--- config.mk ---
export PLATFORM = sky130hd
export DESIGN_NAME = csma_keyer
export DESIGN_NICKNAME = d
export VERILOG_FILES = /design/src/rtl/csma_keyer_pkg.sv /design/src/rtl/ref_tick_div.sv /design/src/rtl/frame_backlog.sv /design/src/rtl/hold_timer.sv /design/src/rtl/keyer_fsm.sv /design/src/rtl/csma_keyer.sv
export SDC_FILE = /design/constraint.sdc
export NUM_CORES = 1
export LEC_CHECK = 0
export BUFFER_PORTS_ARGS = -buffer_cell sky130_fd_sc_hd__buf_2
export CORE_AREA = 2 2 63 65
export CTS_CLUSTER_DIAMETER = 120
export DETAILED_ROUTE_END_ITERATION = 16
export DIE_AREA = 0 0 65 67
export GPL_TIMING_DRIVEN = 0
export PLACE_DENSITY = 0.82
export SLEW_MARGIN = 10
export SYNTH_ARGS = -nofsm -noshare
export SYNTH_HDL_FRONTEND = slang
export SYNTH_HIERARCHICAL = 1
export SYNTH_SLANG_ARGS = --single-unit
--- constraint.sdc ---
create_clock -name clk -period 7.27 [get_ports clk]
set_clock_uncertainty 0.2 [all_clocks]
set_input_delay 0.727 -clock clk [delete_from_list [all_inputs] [get_ports clk]]
set_output_delay 0.727 -clock clk [all_outputs]
set_load 0.01 [all_outputs]
--- src/rtl/csma_keyer_pkg.sv ---
package csma_keyer_pkg;
  typedef enum logic [2:0] {
    ST_IDLE = 3'd0,
    ST_SLOT = 3'd1,
    ST_TXD  = 3'd2,
    ST_CTSW = 3'd3,
    ST_XMIT = 3'd4,
    ST_TAIL = 3'd5
  } key_state_t;
endpackage

--- src/rtl/ref_tick_div.sv ---
module ref_tick_div #(
  parameter int DIV = 12
) (
  input  logic clk,
  input  logic rst_n,
  input  logic ref_edge,
  output logic tick
);
  localparam int DW = (DIV > 1) ? $clog2(DIV) : 1;
  localparam logic [DW-1:0] LAST = DW'(DIV - 1);

  logic [DW-1:0] cnt_q;

  assign tick = ref_edge && (cnt_q == LAST);

  always_ff @(posedge clk) begin
    if (!rst_n) cnt_q <= '0;
    else if (ref_edge) cnt_q <= (cnt_q == LAST) ? '0 : cnt_q + DW'(1);
  end
endmodule

--- src/rtl/frame_backlog.sv ---
module frame_backlog #(
  parameter int CW = 4
) (
  input  logic clk,
  input  logic rst_n,
  input  logic enq,
  input  logic done,
  output logic any_pending,
  output logic more_after_done
);
  localparam logic [CW-1:0] FULL = '1;

  logic [CW-1:0] cnt_q;
  logic inc, dec;

  assign inc = enq && (cnt_q != FULL);
  assign dec = done && (cnt_q != '0);
  assign any_pending = (cnt_q != '0);
  // frames left once the current one is retired
  assign more_after_done = (cnt_q > CW'(1)) || enq;

  always_ff @(posedge clk) begin
    if (!rst_n) cnt_q <= '0;
    else if (inc && !dec) cnt_q <= cnt_q + CW'(1);
    else if (dec && !inc) cnt_q <= cnt_q - CW'(1);
  end
endmodule

--- src/rtl/hold_timer.sv ---
module hold_timer #(
  parameter int TW = 8
) (
  input  logic          clk,
  input  logic          rst_n,
  input  logic          tick,
  input  logic          load,
  input  logic [TW-1:0] load_val,
  output logic [TW-1:0] value,
  output logic          expired
);
  logic [TW-1:0] val_q;

  assign value   = val_q;
  assign expired = (val_q == '0);

  always_ff @(posedge clk) begin
    if (!rst_n) val_q <= '0;
    else if (load) val_q <= load_val;
    else if (tick && val_q != '0) val_q <= val_q - TW'(1);
  end
endmodule

--- src/rtl/keyer_fsm.sv ---
module keyer_fsm
  import csma_keyer_pkg::*;
#(
  parameter int TW = 8
) (
  input  logic          clk,
  input  logic          rst_n,
  input  logic          any_pending,
  input  logic          more_after_done,
  input  logic          frame_done,
  input  logic          timer_zero,
  input  logic          carrier_det,
  input  logic          rx_hunt,
  input  logic          rx_frame_end,
  input  logic          cts,
  input  logic [TW-1:0] rand_byte,
  input  logic [TW-1:0] persist,
  input  logic [TW-1:0] slot_time,
  input  logic [TW-1:0] tx_delay,
  input  logic [TW-1:0] tail_time,
  input  logic          full_duplex,
  input  logic          cts_gate_en,
  input  logic          soft_cd_en,
  output key_state_t    state,
  output logic          load,
  output logic [TW-1:0] load_val,
  output logic          rts,
  output logic          start_frame
);
  key_state_t st_q, st_d;
  logic rts_q, rts_d, start_q, start_d;
  logic [TW-1:0] draw;
  logic win, busy, restart;

  assign draw    = {rand_byte[TW-2:0], 1'b0};
  assign win     = (persist >= draw);
  assign busy    = carrier_det || (soft_cd_en && !rx_hunt);
  assign restart = !full_duplex && soft_cd_en && rx_frame_end &&
                   (st_q == ST_IDLE || st_q == ST_SLOT);

  always_comb begin
    st_d     = st_q;
    rts_d    = rts_q;
    start_d  = 1'b0;
    load     = 1'b0;
    load_val = '0;
    if (restart) begin
      st_d     = ST_SLOT;
      load     = 1'b1;
      load_val = slot_time;
    end else begin
      case (st_q)
        ST_IDLE: if (any_pending) begin
          if (full_duplex || (win && !busy)) begin
            st_d     = ST_TXD;
            rts_d    = 1'b1;
            load     = 1'b1;
            load_val = tx_delay;
          end else begin
            st_d     = ST_SLOT;
            load     = 1'b1;
            load_val = slot_time;
          end
        end
        ST_SLOT: if (timer_zero) st_d = ST_IDLE;
        ST_TXD:  if (timer_zero) st_d = ST_CTSW;
        ST_CTSW: if (cts || !cts_gate_en) begin
          st_d    = ST_XMIT;
          start_d = 1'b1;
        end
        ST_XMIT: if (frame_done) begin
          if (more_after_done) start_d = 1'b1;
          else begin
            st_d     = ST_TAIL;
            load     = 1'b1;
            load_val = tail_time;
          end
        end
        ST_TAIL: if (timer_zero) begin
          st_d  = ST_IDLE;
          rts_d = 1'b0;
        end
        default: begin
          st_d  = ST_IDLE;
          rts_d = 1'b0;
        end
      endcase
    end
  end

  always_ff @(posedge clk) begin
    if (!rst_n) begin
      st_q    <= ST_IDLE;
      rts_q   <= 1'b0;
      start_q <= 1'b0;
    end else begin
      st_q    <= st_d;
      rts_q   <= rts_d;
      start_q <= start_d;
    end
  end

  assign state       = st_q;
  assign rts         = rts_q;
  assign start_frame = start_q;
endmodule

--- src/rtl/csma_keyer.sv ---
module csma_keyer
  import csma_keyer_pkg::*;
#(
  parameter int TW       = 8,
  parameter int TICK_DIV = 12,
  parameter int CW       = 4
) (
  input  logic          clk,
  input  logic          rst_n,
  input  logic          ref_edge,
  input  logic          frame_enq,
  input  logic          frame_done,
  input  logic          carrier_det,
  input  logic          rx_hunt,
  input  logic          rx_frame_end,
  input  logic          cts,
  input  logic [TW-1:0] rand_byte,
  input  logic [TW-1:0] persist,
  input  logic [TW-1:0] slot_time,
  input  logic [TW-1:0] tx_delay,
  input  logic [TW-1:0] tail_time,
  input  logic          full_duplex,
  input  logic          cts_gate_en,
  input  logic          soft_cd_en,
  output logic          rts,
  output logic          start_frame
);
  logic          tick, any_pending, more_after_done, timer_zero, load;
  logic [TW-1:0] load_val, timer_q;
  key_state_t    state_q;

  ref_tick_div #(.DIV(TICK_DIV)) u_div (
    .clk(clk), .rst_n(rst_n), .ref_edge(ref_edge), .tick(tick)
  );

  frame_backlog #(.CW(CW)) u_backlog (
    .clk(clk), .rst_n(rst_n), .enq(frame_enq), .done(frame_done),
    .any_pending(any_pending), .more_after_done(more_after_done)
  );

  hold_timer #(.TW(TW)) u_timer (
    .clk(clk), .rst_n(rst_n), .tick(tick), .load(load), .load_val(load_val),
    .value(timer_q), .expired(timer_zero)
  );

  keyer_fsm #(.TW(TW)) u_fsm (
    .clk(clk), .rst_n(rst_n), .any_pending(any_pending),
    .more_after_done(more_after_done), .frame_done(frame_done),
    .timer_zero(timer_zero), .carrier_det(carrier_det), .rx_hunt(rx_hunt),
    .rx_frame_end(rx_frame_end), .cts(cts), .rand_byte(rand_byte),
    .persist(persist), .slot_time(slot_time), .tx_delay(tx_delay),
    .tail_time(tail_time), .full_duplex(full_duplex), .cts_gate_en(cts_gate_en),
    .soft_cd_en(soft_cd_en), .state(state_q), .load(load), .load_val(load_val),
    .rts(rts), .start_frame(start_frame)
  );
endmodule

## Yosys cells after proc, flatten, opt, wreduce, memory -nomap -nowiden

Cells that the tools add are included.

- Output and inout bits: 2
- Flip-flop bits (word level): 21

- Equal/unequal tests: 21
- Add/sub/neg operators: 4
- Bitwise gates (word level): 3
- Multiplexer cells: 33
- $lt $le $gt $ge: 2
- Reduce and logical (&&, ||, !) cells: 34

Operators with widths:

| operator | count |
|---|---|
| two-way mux 8 bit | 7 |
| two-way mux 3 bit | 6 |
| case mux 8 bit (2 select lines) | 1 |
| case mux 3 bit (5 select lines) | 1 |
| two-way mux 4 bit | 3 |
| inequality test 2 bit (second input constant) | 6 |
| inequality test 3 x 2 -> 1 bit (second input constant) | 4 |
| AND reduction 6 bit | 2 |
| logical AND 1 bit | 11 |
| two-way mux 1 bit | 11 |
| adder 4 x 1 -> 4 bit (second input constant) | 2 |
| >= comparator 8 bit | 1 |
| logical NOT 8 bit | 1 |
| nonzero test 8 bit | 1 |
| subtractor 8 x 1 -> 8 bit (second input constant) | 1 |
| equality test 3 x 2 -> 1 bit (second input constant) | 2 |
| equality test 3 bit (second input constant) | 2 |
| logical NOT 1 bit | 6 |
| inequality test 3 x 1 -> 1 bit (second input constant) | 2 |
| logical OR 1 bit | 5 |
| AND reduction 5 bit | 1 |
| equality test 4 bit (second input constant) | 1 |
| > comparator 4 x 1 -> 1 bit (second input constant) | 1 |
| inequality test 2 x 1 -> 1 bit (second input constant) | 2 |
| other kinds (12) | 17 |

## Longest topological paths before layout

- Depth after elaboration: 11
- Gate-level depth with buffers: 11
- Depth with buffers taken out: 10

## By module

The synthesis kept the hierarchy.

Modules (own cells, without submodules):

| module | cells an instance | instances | sequential area each (um2) | area an instance (um2) |
|---|---|---|---|---|
| keyer_fsm | 128 | 1 | 100.1 | 993.5 |
| hold_timer | 58 | 1 | 160.2 | 508.0 |
| frame_backlog | 33 | 1 | 80.1 | 292.8 |
| ref_tick_div | 19 | 1 | 80.1 | 178.9 |

## Worst setup path before layout

No wires, ideal clock.

- Kind: input -> register
- Start point: in rand_byte[6]
- End point: reg u_timer.val_q[2], in the netlist u_timer/value[2]
- Setup time: 0.115 ns
- Setup slack: 4.807 ns
- Required time: 6.955 ns
- Stages: 9
- Buffers on the path: 0
- Data arrival time: 2.148 ns
- Path through: inv_1 > ha_1 > a211oi_2 > nand3_2 > o211ai_1 > a31oi_1 > a21oi_1 > o31ai_1 > and2_1

- Cells in the longest elaborated chain, start to end: 8

Ends and longest elaborated chain:

| element | RTL line | text |
|---|---|---|
| start, declared | csma_keyer.sv:17 | `input logic [TW-1:0] rand_byte,` |
| >= comparator 8 bit | keyer_fsm.sv:36 | `assign win = (persist >= draw);` |
| logical AND 1 bit | keyer_fsm.sv:54 | `if (full_duplex \|\| (win && !busy)) begin` |
| logical OR 1 bit | keyer_fsm.sv:54 |  |
| two-way mux 8 bit | keyer_fsm.sv:54 |  |
| two-way mux 8 bit | keyer_fsm.sv:53 | `ST_IDLE: if (any_pending) begin` |
| case mux 8 bit (2 select lines) | keyer_fsm.sv:52 | `case (st_q)` |
| two-way mux 8 bit | keyer_fsm.sv:47 | `if (restart) begin` |
| net load_val[2] | csma_keyer.sv:29 | `logic [TW-1:0] load_val, timer_q;` |
| two-way mux 8 bit | hold_timer.sv:19 | `else if (load) val_q <= load_val;` |
| end signal, assigned | hold_timer.sv:19 |  |
| end signal, assigned | hold_timer.sv:20 | `else if (tick && val_q != '0) val_q <= val_q - TW'(1);` |
| end, declared | hold_timer.sv:12 | `logic [TW-1:0] val_q;` |

The timed path passes the listed nets, and every way through them passes these cells.
A chain may end at the register's enable or synchronous reset.

## Worst setup path after layout

- Start point: reg u_timer.val_q[2], in the netlist u_timer/value[2]
- End point: reg u_fsm.st_q[0], in the netlist u_fsm/state[0]

- Cells in the longest elaborated chain, start to end: 3
- Elaborated cells on any way between the ends: 4
- Classes of those cells: 2 x eq/ne; 2 x reduce/logical

Ends and longest elaborated chain:

| element | RTL line | text |
|---|---|---|
| logical NOT 8 bit (*) | hold_timer.sv:15 | `assign expired = (val_q == '0);` |
| net timer_zero | csma_keyer.sv:28 | `logic tick, any_pending, more_after_done, timer_zero, load;` |
| inequality test 3 x 2 -> 1 bit (no line) or inequality test 3 x 1 -> 1 bit (tied branches) | -- |  |
| AND reduction 6 bit (no line) (*) | -- |  |
| end signal, assigned | keyer_fsm.sv:97 | `st_q <= st_d;` |
| end, declared | keyer_fsm.sv:30 | `key_state_t st_q, st_d;` |

Mark *: on every way through the listed nets, which the timed path passes. The rest lies on a longest branch.

==> reports/results.tsv <==
metric	value	unit
whs_path_depth	2	
floorplan.io_pins	54	
netlist_instances	238	
cp-end-kind	register	
post_drt_via_cell_ratio	5.88	
seq_area_frac_synth	21.3	%
proportion_of_power_drawn_by_the_clock_network	11.6	%
vias_in_the_first_global_route	1831	
peakVddDrop	0.000146	V
cts_tree	done	
internal-power	0.373	mW
nets	362	
worstSkewPairLatency	0.27	ns
hpwl	3570	um
most_common_cell_after_layout_fill_and_taps_aside	buf_2	
p_per_area	295	nW/um^2
worst_hold_startpoint	u_fsm/rts	
critical_path.reg2reg.endpoint	u_fsm/state[0]	
syn_area	1970	um^2
outcome	finished clean	
synth_enable_flop_cells	0	
post-route-drc-count	0	
cts_htree_levels	1	
1st_pass_router_iterations	4	
maxSlewHeadroom	42.7	%
routed_wl	4530	um
critical_path.startpoint_type	register	
die-area	4360	um^2
synth_top_cell_by_area	dfxtp_1	
final_estimated_routing_congestion_in_global_placement	0.875	
fraction_of_power_spent_switching_nets	46.0	%
hold_end	u_fsm/rts	
p_leak	1.03	nW
postSynth.asyncResetShare	0	%
route.antenna.remaining_nets	0	
grtUsageTotal	22.6	%
antenna_cells	0	
fin_setup_tns	0	ns
die_width	65	um
post_cts_hold_fix_bufs	0	
final_period_utilization	37.0	%
critical_path.max_fanout	6	
crit_path_start	u_timer/value[2]	
max_cap_viol_count	0	
pin_count_of_the_biggest_net_entering_global_routing	15	
core_area	3610	um^2
synth.net_count	305	
syn_to_final_growth	18.6	%
fmaxAchievable	371	MHz
postCtsSetupBuffers	0	
syn-mean-instance-area	8.29	um^2
grt_pass1_wl	7810	um
routed-via-count	2010	
cts.repair.resized	0	
ff2ff_setup_slack	4.58	ns
netlist_top_cells_area	dfxtp_1 21%, ha_1 9.5%, o211ai_1 4.2%, a221oi_1 4.0%, nand3_1 3.8%	
netSwitchingPower	0.318	mW
grt_overflow_total	0	
cts_root_buffer	clkbuf_8	
timing_worst_slew_pin_value	0.851	ns
layout.core_utilization	64.9	%
synth_top_flop_cell	dfxtp_1	
cts-root-to-sink-buffers	2	
port_buffer_cells	52	
synth_top_area_share	21.3	%
drtIter0Drc	133	
seq_power_share	26.3	%
yosys.cell_types.count	59	
share_of_layout_cells_above_drive_strength_1	28.2	%
synth.ff_latch_count	21	
arrival	2.66	ns
mostFrequentLayoutCells	53 x buf_2, 21 x dfxtp_1, 17 x inv_1, 16 x nand2_1	
clkTransAtPathRegs	0.08	ns
reg_to_reg_start	u_timer/value[2]	
critPathKind	reg -> reg	
core.rowCount	22	
yosysWarningCount	6	
holdCritPathClass	reg -> reg	
period_minus_slack	2.69	ns
setup_viol	0	
hold_violations	0	
initial_antenna_violation_count	0	
routed_wire_length_per_instance	13.2	um
floorplan.die.height	67	um
timing.final.max_slew_violations	0	
rsz_0062_raised_after_global_routing	false	
combPwrFrac	62.1	%
cts_made_buffers	3	
ff2ff_path_depth	5	
initial_utilization	54.7	%
cts_num_sinks	21	
endpoint_required_time_on_the_critical_path	7.23	ns
## per-layer routing
metal  vias up  wire length (um)  part of all wire [%]  track usage (%)
met1       920              2030                    45             27.9
met4         0                97                   2.1             8.78
met2        63              2210                    49             39.9
li1       1018                 -                     -                -
met5         -                 0                     0                0
met3         9               196                   4.3             2.70
## final cells by class
type / count / area (um^2)
multi-input combinational: 189 / 1400
fill: 330 / 1270
clock buffer: 3 / 41.3
timing repair buffer: 52 / 260
clock inverter: 1 / 5.00
sequential: 21 / 420
buffer: 10 / 85.1
inverter: 18 / 67.6
tap: 48 / 60.1
## through the flow
stage          area [um^2]  setup WS, ns  instances  hold WS (ns)  power (mW)
2_1_floorplan         1970          4.81        238         0.256       0.514
3_3_place_gp          2290          4.49        338         0.235       0.594
3_5_place_dp          2290          4.43        338         0.234       0.605
4_1_cts               2340          4.64        342         0.252       0.687
6_report              2340          4.58        342         0.252       0.690
5_1_grt               2340          4.39        342         0.276       0.753
## power groups by stage
stage | clock network, mW | logic (mW) | registers, mW
global route | 0.0879 | 0.478 | 0.187
finish | 0.0803 | 0.429 | 0.181
global placement | 0 | 0.412 | 0.182
detailed placement | 0 | 0.421 | 0.184
CTS | 0.0818 | 0.424 | 0.182
floorplan | 0 | 0.336 | 0.178
## synth_stat cells (all sizes together), types with 2 or more instances
| master | number |
|---|---|
| mux2i | 6 |
| xor2 | 2 |
| o211a | 2 |
| nor3 | 3 |
| nand4 | 4 |
| a21oi | 10 |
| nand2b | 7 |
| inv | 18 |
| nor2b | 4 |
| o41ai | 2 |
| nand2 | 16 |
| a21boi | 2 |
| nor2 | 11 |
| o21ai | 13 |
| a22oi | 8 |
| nor3b | 3 |
| o31ai | 4 |
| buf | 8 |
| o211ai | 11 |
| ha | 15 |
| dfxtp | 21 |
| nand3 | 16 |
| or4 | 5 |
| and3 | 2 |
| a221oi | 9 |
| clkbuf | 2 |
| xnor2 | 5 |
| and2 | 5 |
| a31oi | 11 |
## worst max-delay path, cell delays in order, from the launching register on
cell and delay (ns):
dfxtp_1 0.36, or4_4 0.59, nor4_1 0.67, nand2_1 0.12, a32o_1 0.32, o311a_1 0.33
## worst max-delay path by stage
stage	end	slack [ns]	depth (start not counted)
final	u_fsm/state[0]	4.58	5
after global routing	u_timer/value[6]	4.39	10
after CTS	u_timer/value[6]	4.64	10
after detailed placement	u_timer/value[6]	4.43	9
after global placement	u_timer/value[4]	4.49	10
after floorplan	u_timer/value[2]	4.81	9
## cells by family (layout without fill, tap and decap cells)
group | after synthesis | after routing | synth area share (%)
XOR/XNOR | 7 | 7 | 3.11
adder cells (fa/ha/maj) | 15 | 15 | 9.51
buffers and inverters | 28 | 84 | 7.73
flip-flops | 21 | 21 | 21.3
AO/OA/AOI/OAI | 79 | 79 | 29.7
AND/OR/NAND/NOR | 82 | 82 | 25.6
multiplexers | 6 | 6 | 3.04
## flip-flops by register name, summed over array words and instances (netlist names)
signal and cells:
u_backlog/cnt_q 4, u_div/cnt_q 4, u_fsm/rts 1, u_fsm/start_frame 1
u_fsm/state 3, u_timer/value 8
Note: power is estimated with default switching activity, not from simulation.
